### config.mk
export PLATFORM = sky130hd
export DESIGN_NAME = fec_half_rate_enc
export DESIGN_NICKNAME = d
export VERILOG_FILES = /design/src/rtl/fec_enc_pkg.sv /design/src/rtl/fec_enc_strobe.sv /design/src/rtl/fec_enc_core.sv /design/src/rtl/fec_enc_serial.sv /design/src/rtl/fec_enc_ctrl.sv /design/src/rtl/fec_half_rate_enc.sv
export SDC_FILE = /design/constraint.sdc
export NUM_CORES = 1
export LEC_CHECK = 0
export ABC_AREA = 1
export CORE_ASPECT_RATIO = 1.4
export CORE_MARGIN = 4
export CORE_UTILIZATION = 50
export CTS_CLUSTER_DIAMETER = 80
export DETAILED_ROUTE_END_ITERATION = 16
export PLACE_DENSITY = 0.76
export SYNTH_ARGS = -nofsm -noshare
export SYNTH_HDL_FRONTEND = slang
export SYNTH_SLANG_ARGS = --single-unit
### constraint.sdc
create_clock -name clk -period 1.9 [get_ports clk]
set_clock_uncertainty 0.1 [all_clocks]
set_input_delay 0.285 -clock clk [delete_from_list [all_inputs] [get_ports clk]]
set_output_delay 0.285 -clock clk [all_outputs]
set_load 0.01 [all_outputs]
### src/rtl/fec_enc_pkg.sv
package fec_enc_pkg;

  localparam int CONSTRAINT_LEN = 9;
  localparam int MEM_W          = CONSTRAINT_LEN - 1;
  localparam int TAIL_LEN       = MEM_W;
  localparam int NUM_GEN        = 2;

  // Tap masks, MSB = current bit, LSB = bit delayed by MEM_W slots
  localparam logic [CONSTRAINT_LEN-1:0] POLY_A_DEF = 9'o753;
  localparam logic [CONSTRAINT_LEN-1:0] POLY_B_DEF = 9'o561;

  typedef enum logic [1:0] {
    FR_OPEN  = 2'd0,
    FR_FLUSH = 2'd1,
    FR_DRAIN = 2'd2
  } frame_phase_e;

  typedef struct packed {
    logic first;
    logic second;
  } sym_pair_t;

  // Modulo-2 sum of the window bits selected by a tap mask
  function automatic logic tap_parity(
    input logic [CONSTRAINT_LEN-1:0] window,
    input logic [CONSTRAINT_LEN-1:0] poly
  );
    return ^(window & poly);
  endfunction

  // New bit enters at the top, oldest bit drops off the bottom
  function automatic logic [MEM_W-1:0] mem_advance(
    input logic             bit_in,
    input logic [MEM_W-1:0] mem
  );
    return {bit_in, mem[MEM_W-1:1]};
  endfunction

endpackage

### src/rtl/fec_enc_strobe.sv
module fec_enc_strobe #(
  parameter int SYM_DIV = 4
) (
  input  logic clk,
  input  logic rst,
  output logic sym_tick,
  output logic bit_tick
);

  logic wrap;
  logic half_q;

  generate
    if (SYM_DIV <= 1) begin : g_full_rate
      assign wrap = 1'b1;
    end else begin : g_divided
      localparam int CW = $clog2(SYM_DIV);
      localparam logic [CW-1:0] LAST = CW'(SYM_DIV - 1);
      logic [CW-1:0] cnt_q;

      always_ff @(posedge clk) begin
        if (rst) begin
          cnt_q <= '0;
        end else if (cnt_q == LAST) begin
          cnt_q <= '0;
        end else begin
          cnt_q <= cnt_q + 1'b1;
        end
      end

      assign wrap = (cnt_q == LAST);
    end
  endgenerate

  always_ff @(posedge clk) begin
    if (rst) begin
      half_q <= 1'b0;
    end else if (wrap) begin
      half_q <= ~half_q;
    end
  end

  assign sym_tick = ~rst & wrap;
  assign bit_tick = sym_tick & ~half_q;

endmodule

### src/rtl/fec_enc_core.sv
module fec_enc_core
  import fec_enc_pkg::*;
#(
  parameter logic [CONSTRAINT_LEN-1:0] POLY_A = POLY_A_DEF,
  parameter logic [CONSTRAINT_LEN-1:0] POLY_B = POLY_B_DEF
) (
  input  logic             clk,
  input  logic             rst,
  input  logic             adv,
  input  logic             bit_in,
  output sym_pair_t        syms,
  output logic [MEM_W-1:0] mem_q
);

  localparam logic [NUM_GEN-1:0][CONSTRAINT_LEN-1:0] POLYS = {POLY_A, POLY_B};

  logic [CONSTRAINT_LEN-1:0] window;
  logic [NUM_GEN-1:0]        sym_vec;

  assign window = {bit_in, mem_q};

  generate
    for (genvar g = 0; g < NUM_GEN; g++) begin : g_gen
      assign sym_vec[g] = tap_parity(window, POLYS[g]);
    end
  endgenerate

  // POLYS[1] is POLY_A (first on the line), POLYS[0] is POLY_B
  assign syms.first  = sym_vec[1];
  assign syms.second = sym_vec[0];

  always_ff @(posedge clk) begin
    if (rst) begin
      mem_q <= '0;
    end else if (adv) begin
      mem_q <= mem_advance(bit_in, mem_q);
    end
  end

endmodule

### src/rtl/fec_enc_serial.sv
module fec_enc_serial
  import fec_enc_pkg::*;
(
  input  logic      clk,
  input  logic      rst,
  input  logic      bit_tick,
  input  logic      sym_tick,
  input  logic      load,
  input  sym_pair_t pair,
  output logic      line,
  output logic      line_valid
);

  logic hold_q;

  always_ff @(posedge clk) begin
    if (rst) begin
      line       <= 1'b0;
      line_valid <= 1'b0;
      hold_q     <= 1'b0;
    end else if (bit_tick) begin
      if (load) begin
        line       <= pair.first;
        hold_q     <= pair.second;
        line_valid <= 1'b1;
      end else begin
        line       <= 1'b0;
        hold_q     <= 1'b0;
        line_valid <= 1'b0;
      end
    end else if (sym_tick) begin
      line <= hold_q;
    end
  end

endmodule

### src/rtl/fec_enc_ctrl.sv
module fec_enc_ctrl
  import fec_enc_pkg::*;
(
  input  logic clk,
  input  logic rst,
  input  logic bit_tick,
  input  logic din,
  input  logic din_valid,
  input  logic frame_end,
  output logic adv,
  output logic feed_bit,
  output logic busy
);

  localparam int TCW = (TAIL_LEN > 1) ? $clog2(TAIL_LEN) : 1;
  localparam logic [TCW-1:0] TAIL_LAST = TCW'(TAIL_LEN - 1);

  frame_phase_e   phase_q;
  logic [TCW-1:0] tail_q;
  logic           take_data;
  logic           tail_slot;

  assign take_data = (phase_q == FR_OPEN) & din_valid;
  assign tail_slot = (phase_q == FR_FLUSH);
  assign adv       = bit_tick & (take_data | tail_slot);
  assign feed_bit  = tail_slot ? 1'b0 : din;
  assign busy      = (phase_q != FR_OPEN);

  always_ff @(posedge clk) begin
    if (rst) begin
      phase_q <= FR_OPEN;
      tail_q  <= '0;
    end else if (bit_tick) begin
      unique case (phase_q)
        FR_OPEN: begin
          if (frame_end) begin
            phase_q <= FR_FLUSH;
            tail_q  <= '0;
          end
        end
        FR_FLUSH: begin
          if (tail_q == TAIL_LAST) begin
            phase_q <= FR_DRAIN;
          end else begin
            tail_q <= tail_q + 1'b1;
          end
        end
        FR_DRAIN: phase_q <= FR_OPEN;
        default:  phase_q <= FR_OPEN;
      endcase
    end
  end

endmodule

### src/rtl/fec_half_rate_enc.sv
module fec_half_rate_enc
  import fec_enc_pkg::*;
#(
  parameter int                        SYM_DIV = 4,
  parameter logic [CONSTRAINT_LEN-1:0] POLY_A  = POLY_A_DEF,
  parameter logic [CONSTRAINT_LEN-1:0] POLY_B  = POLY_B_DEF
) (
  input  logic clk,
  input  logic rst,
  input  logic din,
  input  logic din_valid,
  input  logic frame_end,
  output logic sym_strobe,
  output logic bit_strobe,
  output logic code_out,
  output logic code_valid,
  output logic busy
);

  logic             shift_en;
  logic             feed_bit;
  sym_pair_t        pair;
  logic [MEM_W-1:0] enc_state;

  fec_enc_strobe #(.SYM_DIV(SYM_DIV)) u_strobe (
    .clk      (clk),
    .rst      (rst),
    .sym_tick (sym_strobe),
    .bit_tick (bit_strobe)
  );

  fec_enc_ctrl u_ctrl (
    .clk       (clk),
    .rst       (rst),
    .bit_tick  (bit_strobe),
    .din       (din),
    .din_valid (din_valid),
    .frame_end (frame_end),
    .adv       (shift_en),
    .feed_bit  (feed_bit),
    .busy      (busy)
  );

  fec_enc_core #(.POLY_A(POLY_A), .POLY_B(POLY_B)) u_core (
    .clk    (clk),
    .rst    (rst),
    .adv    (shift_en),
    .bit_in (feed_bit),
    .syms   (pair),
    .mem_q  (enc_state)
  );

  fec_enc_serial u_serial (
    .clk        (clk),
    .rst        (rst),
    .bit_tick   (bit_strobe),
    .sym_tick   (sym_strobe),
    .load       (shift_en),
    .pair       (pair),
    .line       (code_out),
    .line_valid (code_valid)
  );

endmodule

== Yosys cells after proc, flatten, opt, wreduce, memory -nomap -nowiden ==
Cells that the tools add are included.

* Register bits: 19
* Latch bits: 0
* Bits in writable memories: 0
* ROM bits: 0
* Bits of input ports: 5
* Output and inout port bits: 5
* Word-level logic and storage cells: 44
* Memories: 0

* Add/subtract/negate cells: 2
* Multipliers: 0
* Divide/modulo/power cells: 0
* Order comparisons: 0
* Eq/ne operators: 6
* Shift-type cells: 0
* Multiplexer cells: 12
* Bitwise gates (word level): 7
* Reduce and logical (&&, ||, !) cells: 9

{| class="wikitable"
|+ Operators by type and width
! kind !! count
|-
| 9-bit parity || 2
|-
| 1-bit 2-to-1 mux || 6
|-
| 3-bit 2-to-1 mux || 2
|-
| 2-bit != test (second input constant) || 3
|-
| 3-bit one-hot mux with 2 select lines || 1
|-
| 2-bit nonzero test || 3
|-
| 1-bit AND || 4
|-
| 2-bit 2-to-1 mux || 2
|-
| 2-bit one-hot mux with 2 select lines || 1
|-
| 4-bit AND reduction || 1
|-
| 3-bit by 1-bit adder with 3-bit output (second input constant) || 1
|-
| 3-bit equality test (second input constant) || 1
|-
| 3-bit AND reduction || 1
|-
| 2-bit by 1-bit adder with 2-bit output (second input constant) || 1
|-
| 2-bit by 1-bit equality test with 1-bit output (second input constant) || 1
|-
| 2-bit equality test (second input constant) || 1
|-
| 2-bit logical NOT || 1
|-
| 1-bit NOT || 2
|-
| 2-bit OR reduction || 1
|-
| 1-bit OR || 1
|}

== Longest topological paths before layout ==
Gate-level depths: netlist of run 1.

* Word-level depth: 6
* Gate-level depth with buffers: 11

== Modules after synthesis ==
A second synthesis of run 1 with hierarchy kept.

* Cell total of the unflattened synthesis: 164
* Area total of the unflattened synthesis: 1122.3 sq um

{| class="wikitable"
|+ By module, submodules not included
! module !! instances !! cells each !! area each (sq um) !! sequential area each (sq um)
|-
| fec_enc_core || 1 || 76 || 504.2 || 160.2
|-
| fec_enc_ctrl || 1 || 51 || 351.6 || 100.1
|-
| fec_enc_serial || 1 || 20 || 141.4 || 60.1
|-
| fec_enc_strobe || 1 || 17 || 125.1 || 60.1
|}

== Least setup slack after synthesis of run 1 ==
OpenSTA, ideal clock, no wires.

* Kind: reg2reg
* Start point: register u_ctrl.tail_q[0]
* End point: register u_ctrl.tail_q[0]
* Library setup time: 116 ps
* Arrival: 1202 ps
* Slack: 482 ps
* Stages on the path, launching flop included: 8
* Buffers on the path: 0
* Path through: dfxtp_1 > ha_1 > ha_1 > nand2_1 > o21ai_0 > nor2_4 > o21ai_0 > o211a_1

* Longest elaborated chain between the ends: 3

{| class="wikitable"
|+ Ends and longest elaborated chain
! item !! line !! source
|-
| from (decl) || fec_enc_ctrl.sv:19 || <nowiki>logic [TCW-1:0] tail_q;</nowiki>
|-
| from (signal assigned) || fec_enc_ctrl.sv:45 || <nowiki>tail_q <= tail_q + 1'b1;</nowiki>
|-
| 3-bit by 1-bit adder with 3-bit output or 3-bit equality test (tied branches) || fec_enc_ctrl.sv:45, fec_enc_ctrl.sv:42 ||
|-
| 3-bit 2-to-1 mux or 2-bit != test (tied branches) || - ||
|-
| 3-bit one-hot mux with 2 select lines or 4-bit AND reduction (tied branches) || - ||
|}

Parallel ways exist; a longest one is shown, timed or not. The select of a mux whose other input is x is not followed.
A chain may end at the register's enable or synchronous reset.

== Final worst setup path of run 1 ==
* Start point: register u_ctrl.phase_q[0]
* End point: output busy

* Longest elaborated chain between the ends: 1

{| class="wikitable"
|+ Ends and longest elaborated chain
! item !! line !! source
|-
| from (decl) || fec_enc_ctrl.sv:18 || <nowiki>frame_phase_e phase_q;</nowiki>
|-
| from (signal assigned) || fec_enc_ctrl.sv:31 || <nowiki>phase_q <= FR_OPEN;</nowiki>
|-
| from (signal assigned) || fec_enc_ctrl.sv:37 || <nowiki>phase_q <= FR_FLUSH;</nowiki>
|-
| from (signal assigned) || fec_enc_ctrl.sv:43 || <nowiki>phase_q <= FR_DRAIN;</nowiki>
|-
| 2-bit nonzero test || fec_enc_ctrl.sv:27 || <nowiki>assign busy = (phase_q != FR_OPEN);</nowiki>
|-
| to (decl) || fec_half_rate_enc.sv:17 || <nowiki>output logic busy</nowiki>
|}

Every way passes these cells.

==> impl_metrics.ini, run 1 <==
[status]
status = completed

[drt]
routed-via-count = 861
antenna_left = 0
totalWireLength_mm = 1.777
drt_iter0_drc = 12
avgRoutedWirePerCell_um = 10.58
viasPerCell = 5.125
route.detailed.drc = 0
drtPass1Iterations = 4

[logic_synthesis]
synth_area_per_cell_um2 = 7.374
postSynthRegisterBits = 19
yosysWarningCount = 0
yosys.area_share.adder_pct = 3.856
top_cell_type_by_total_area_after_synthesis = dfxtp_1
postSynthCellCount = 132
post_synth_num_cell_types = 23
synth_top_area_share_pct = 39.07
ys_seq_area_share_pct = 39.07
synth_simple_gate_area_share_pct = 30.08
synthesis.nets = 140
yosys-mux-area-fraction_pct = 0
synth.top_cells.by_area = dfxtp_1 39%, nand2_1 17%, a21oi_1 6.2%
synth_xor_xnor_area_share_pct = 1.799
synth_compound_area_share_pct = 15.55
mappedNetlistArea_um2 = 973.4
dominant_combinational_cell_family_by_area_after_synthesis = simple AND/OR/NAND/NOR gates

[cts]
clk_pin_slew_worst_paths_ps = 100
tritoncts_num_sinks = 19
tritoncts = done
post_cts_hold_buffers = 0
clockBufferDepth = 2
post_cts_resized = 4
clk_latency_ps = 300
clock-root-buffer = clkbuf_4
cts-htree-levels = 1
post-cts-setup-buffers = 0
cts_made_buffers = 3

[global_routing]
groute.usage.overall_pct = 16.24
grt_pass1_wl_mm = 3.256
first_global_vias = 864
grt_antenna_before_repair = 0
grt_max_degree = 13
grt.overflow.total = 0

[place]
gp_routability_congestion = 0.7541
placedInstanceArea_um2 = 1107
hpwlAfterDp_mm = 1.395
port-buffer-count = 9

[finish]
seqCellArea_um2 = 380.4
fin_nets = 157
multiInputGateArea_um2 = 501.7
layout-area-overhead-vs-synth_pct = 16.32
drive_above_1_share_pct = 12.16
layout.core_utilization_pct = 62.85
final_common_cell = nand2_1
final_instance_area_um2 = 1132
most-common-layout-cells = 43 x nand2_1, 19 x dfxtp_1, 16 x inv_1, 12 x a21oi_1, 10 x nand3_1
nFillCells = 179
insertedDiodeCount = 0

[critical_path]
timing.reg2reg.setup_slack_ps = 380
critical-path-top-delay-family = buffers and inverters
worst_setup_path_end_kind = output pin
max_stage_delay_ps = 530
crit_fanout = 6
crit_required_ps = 1510
cp_num_buf_inv = 2
path_class = flip-flop to output pin
timing.critical_path.from_type = flip-flop
crit_path_cell_trace = inv_2 > nand2_1 > clkdlybuf4s50_1
worstPathArrival_ps = 1360
critical_path.slowest_cell = clkdlybuf4s50_1

[timing]
finalCriticalPeriod_ps = 1748
fmax_mhz = 572.1
worst_slew_pin_slew_ps = 330.4
max_slew_margin_pct = 77.74
final-max-slew-violation-count = 0
final.setup.tns_ps = 0
finalHoldViolCount = 0
final.period_utilization_pct = 92.00
unrepaired_setup_endpoints_after_global_routing = false
report.final.setup_viol = 0

[die]
fp-row-count = 18
num_io_pins = 10
die_h_um = 60.21
dieArea_um2 = 2727
placeableCoreArea_um2 = 1802
start_util_pct = 54.03
die_w_um = 45.29

[pwr]
sequential_group_share_of_total_power_pct = 59.2
power.clock.fraction_pct = 28.8
total_power_density_per_cell_area_nw_per_um2 = 626.6
cell_internal_pwr_mw = 0.5302
leakage_nw = 0.5361
peakVddDrop_mv = 0.5009
p_switching_mw = 0.1793
total_power_mw = 0.7095
sw_share_pct = 25.27
pwr-share-comb_pct = 12.0

[flow_run]
maxCapViolCount = 0

[min_path]
hold_path_class = flip-flop to flip-flop
==> stage by stage <==
stage                     worst slack (ps)  hold WS (ps)  cells
after floorplan                      482.1         296.9    132
after global placement              -41.58         305.3    164
after detailed placement            -52.91         317.0    164
after CTS                            141.2         337.4    168
after global routing                 54.05         366.7    168
final                                152.0         330.3    168
==> cell families (layout without fill, tap and decap cells) <==
logic type | count (synthesis) | in the layout
simple gates | 63 | 63
compound gates | 25 | 25
buf+inv | 20 | 36
flops | 19 | 19
fa+ha+maj | 3 | 3
xor+xnor | 2 | 2
==> metal layers <==
| layer | GRT usage (%) | wire [um] | up-vias |
|---|---|---|---|
| li1 | - | - | 454 |
| met1 | 15.57 | 732 | 391 |
| met2 | 31.78 | 973 | 11 |
| met3 | 1.807 | 38 | 5 |
| met4 | 8.787 | 32 | 0 |
| met5 | 0 | 0 | - |
==> state kept, by name (all words and copies together) (netlist names) <==
signal / flops
u_strobe.g_divided.cnt_q: 2
u_ctrl.tail_q: 3
u_serial.line: 1
u_ctrl.phase_q: 2
u_serial.line_valid: 1
u_strobe.half_q: 1
u_core.mem_q: 8
u_serial.hold_q: 1
==> power groups by stage <==
stage          clock (mW)  combinational, mW  sequential (mW)
3_5_place_dp            0             0.0869            0.429
4_1_cts             0.214             0.0862            0.420
5_1_grt             0.227             0.0979            0.422
3_3_place_gp            0             0.0848            0.429
2_1_floorplan           0             0.0597            0.428
6_report            0.204             0.0852            0.420
==> final timing paths <==
check	cells after the start	startpoint	endpoint
worst max register to register	7	u_ctrl.tail_q[0]$_SDFFE_PP0P_	u_ctrl.tail_q[0]$_SDFFE_PP0P_
worst max-delay path	3	u_ctrl.phase_q[0]$_SDFFE_PP0P_	busy
worst min-delay path	1	u_strobe.g_divided.cnt_q[0]$_SDFF_PP0_	u_strobe.g_divided.cnt_q[0]$_SDFF_PP0_
worst min register to register	1	u_strobe.g_divided.cnt_q[0]$_SDFF_PP0_	u_strobe.g_divided.cnt_q[0]$_SDFF_PP0_
==> worst reg2reg max path: stages (launching register included) <==
cell and delay [ps]:
dfxtp_1 340, ha_1 190, ha_1 220, nand2_1 60, o21ai_0 130, nor2_4 180
o21ai_0 100, o211a_1 110
==> cell usage after synthesis (all sizes together) <==
cell type and number:
inv 18, o21a 1, nand2 45, nand3 10, o211a 1, ha 3
a211oi 1, xor2 1, dfxtp 19, nor2 7, xnor2 1, a21oi 13
buf 2, nand4 1, o21ai 9
==> area by class of cell <==
type	count	area share (%)
Timing Repair Buffer	14	10.94
Clock buffer	4	2.320
Sequential cell	19	33.59
Inverter	18	6.630
Tap cell	20	2.210
Multi-Input combinational cell	93	44.31
Power figures use the tool's default switching activity.
==> run 2: changes to the inputs <==
- CORE_MARGIN: 4 -> default
==> impl_metrics.ini, run 2 (synthesis results as in run 1) <==
[timing]
final.period_utilization_pct = 93.43
unrepaired_setup_endpoints_after_global_routing = false
final-max-slew-violation-count = 0
max_slew_margin_pct = 78.34
worst_slack_ps = 124.8
fmax_mhz = 563.3
finalCriticalPeriod_ps = 1775
report.final.setup_viol = 0
finalHoldViolCount = 0
worst_slew_pin_slew_ps = 321.5

[pwr]
total_power_density_per_cell_area_nw_per_um2 = 629.5
p_switching_mw = 0.1827
sw_share_pct = 25.62
power.clock.fraction_pct = 29.1
leakage_nw = 0.5361
sequential_group_share_of_total_power_pct = 59.0
cell_internal_pwr_mw = 0.5302
peakVddDrop_mv = 0.5257
pwr-share-comb_pct = 12.0

[critical_path]
crit_fanout = 6
path_class = flip-flop to output pin
r2r-end = u_serial.line$_SDFFE_PP0P_
worst_setup_path_endpoint = busy
max_stage_delay_ps = 530
timing.reg2reg.setup_slack_ps = 370
worstRegToRegCells = 10
worst_setup_path_end_kind = output pin
regToRegStartpoint = u_strobe.g_divided.cnt_q[0]$_SDFF_PP0_
crit_path_cell_trace = inv_2 > nand2_1 > clkdlybuf4s50_1
timing.critical_path.from_type = flip-flop
worstPathArrival_ps = 1390
critPathLaunch = u_ctrl.phase_q[0]$_SDFFE_PP0P_
crit_required_ps = 1510
critical_path.slowest_cell = clkdlybuf4s50_1

[place]
gp_routability_congestion = 0.7262
place_worst_setup_slack_ps = -56.46
hpwlAfterDp_mm = 1.431
port-buffer-count = 9
placedInstanceArea_um2 = 1107

[drt]
route.detailed.drc = 0
viasPerCell = 5.071
detailroute.wirelength.met3_um = 34
drt_iter0_drc = 23
top_layer_used = met4
routed-via-count = 852
drtPass1Iterations = 4
avgRoutedWirePerCell_um = 10.63
detailroute.wirelength.met2_um = 961
totalWireLength_mm = 1.786
met1Wirelength_um = 736
antenna_left = 0

[flow_run]
maxCapViolCount = 0

[finish]
drive_above_1_share_pct = 12.16
largest_registers = u_core.mem_q: 8 flops, u_ctrl.tail_q: 3 flops
final_instance_area_um2 = 1132
final_common_cell = nand2_1
fin_nets = 157
layout-area-overhead-vs-synth_pct = 16.32
regMostFlops = u_core.mem_q
most-common-layout-cells = 43 x nand2_1, 19 x dfxtp_1, 16 x inv_1, 12 x a21oi_1, 10 x nand3_1
largest_register_ff_count = 8
insertedDiodeCount = 0

[global_routing]
grt_antenna_before_repair = 0
grt_max_degree = 13
first_global_vias = 781
groute.usage.overall_pct = 20.70
grt.overflow.total = 0
grt_pass1_wl_mm = 2.925

[die]
placeableCoreArea_um2 = 1802
dieArea_um2 = 2130
die_h_um = 54.21
start_util_pct = 54.03
num_io_pins = 10
die_w_um = 39.29
fp-row-count = 18

[cts]
cts_made_buffers = 3
clk_latency_ps = 300
post-cts-setup-buffers = 0
tritoncts_num_sinks = 19
post_cts_hold_buffers = 0
clk_pin_slew_worst_paths_ps = 110
clockBufferDepth = 2
cts-htree-levels = 1
tritoncts = done
clock-root-buffer = clkbuf_4

[min_path]
hold_path_class = flip-flop to flip-flop

[status]
status = completed
==> run 2: cell counts in the layout (fill, tap and decap cells not counted) <==
No cell type changed its count.
==> run 2: layout make-up <==
| class | instances | area, um^2 |
|---|---|---|
| flip-flops and latches | 19 | 380.4 |
| multi-input cells | 93 | 501.7 |
| clock buffers | 4 | 26.28 |
| well taps | 20 | 25.02 |
| inverters | 18 | 75.07 |
| repair buffers | 14 | 123.9 |
| fillers | 180 | 669.4 |
==> run 2: per-layer routing <==
metal	vias to the layer above	GRT usage [%]
met5	-	0
met4	0	14.37
met3	4	3.719
met2	10	36.94
met1	385	20.78
li1	453	-
==> run 2: power groups by stage <==
stage / Clock (mW) / Sequential [mW] / Combinational (mW)
floorplan: 0 / 0.428 / 0.0597
global placement: 0 / 0.429 / 0.0846
detailed placement: 0 / 0.430 / 0.0871
CTS: 0.209 / 0.421 / 0.0864
global route: 0.229 / 0.422 / 0.0966
finish: 0.207 / 0.421 / 0.0852
==> run 2: stage by stage <==
stage / total power [mW] / std cells / util, % / hold slack (ps) / TNS (ps)
6_report: 0.7129 / 168 / 62.85 / 356.2 / 0
3_3_place_gp: 0.5132 / 164 / 61.46 / 305.5 / -73.47
3_5_place_dp: 0.5168 / 164 / 61.46 / 334.4 / -106.1
4_1_cts: 0.7159 / 168 / 62.85 / 353.6 / 0
2_1_floorplan: 0.4876 / 132 / - / 296.9 / 0
5_1_grt: 0.7476 / 168 / 62.85 / 369.3 / 0
==> run 2: worst min-delay path by stage <==
stage / from / endpoint / cells past startpoint
after floorplan: u_strobe.g_divided.cnt_q[0]$_SDFF_PP0_ / u_strobe.g_divided.cnt_q[0]$_SDFF_PP0_ / 1
after global placement: u_strobe.g_divided.cnt_q[0]$_SDFF_PP0_ / u_strobe.g_divided.cnt_q[0]$_SDFF_PP0_ / 1
after detailed placement: u_strobe.g_divided.cnt_q[0]$_SDFF_PP0_ / u_strobe.g_divided.cnt_q[0]$_SDFF_PP0_ / 1
after CTS: u_strobe.g_divided.cnt_q[0]$_SDFF_PP0_ / u_strobe.g_divided.cnt_q[0]$_SDFF_PP0_ / 1
after global routing: u_strobe.g_divided.cnt_q[0]$_SDFF_PP0_ / u_strobe.g_divided.cnt_q[0]$_SDFF_PP0_ / 1
final: u_strobe.g_divided.cnt_q[0]$_SDFF_PP0_ / u_strobe.g_divided.cnt_q[0]$_SDFF_PP0_ / 1
==> run 2: repair_timing <==
item                                    4_1_cts  5_1_grt
endpoints found under the setup margin        2        0
gates resized for setup                       4        0
hold endpoints to repair                      0        0
==> run 2: critical path: cells and delay by family, from the launching register on <==
family | cells | cell delay [ps]
and+or+nand+nor | 1 | 70
DFF | 1 | 430
buffers and inverters | 2 | 590
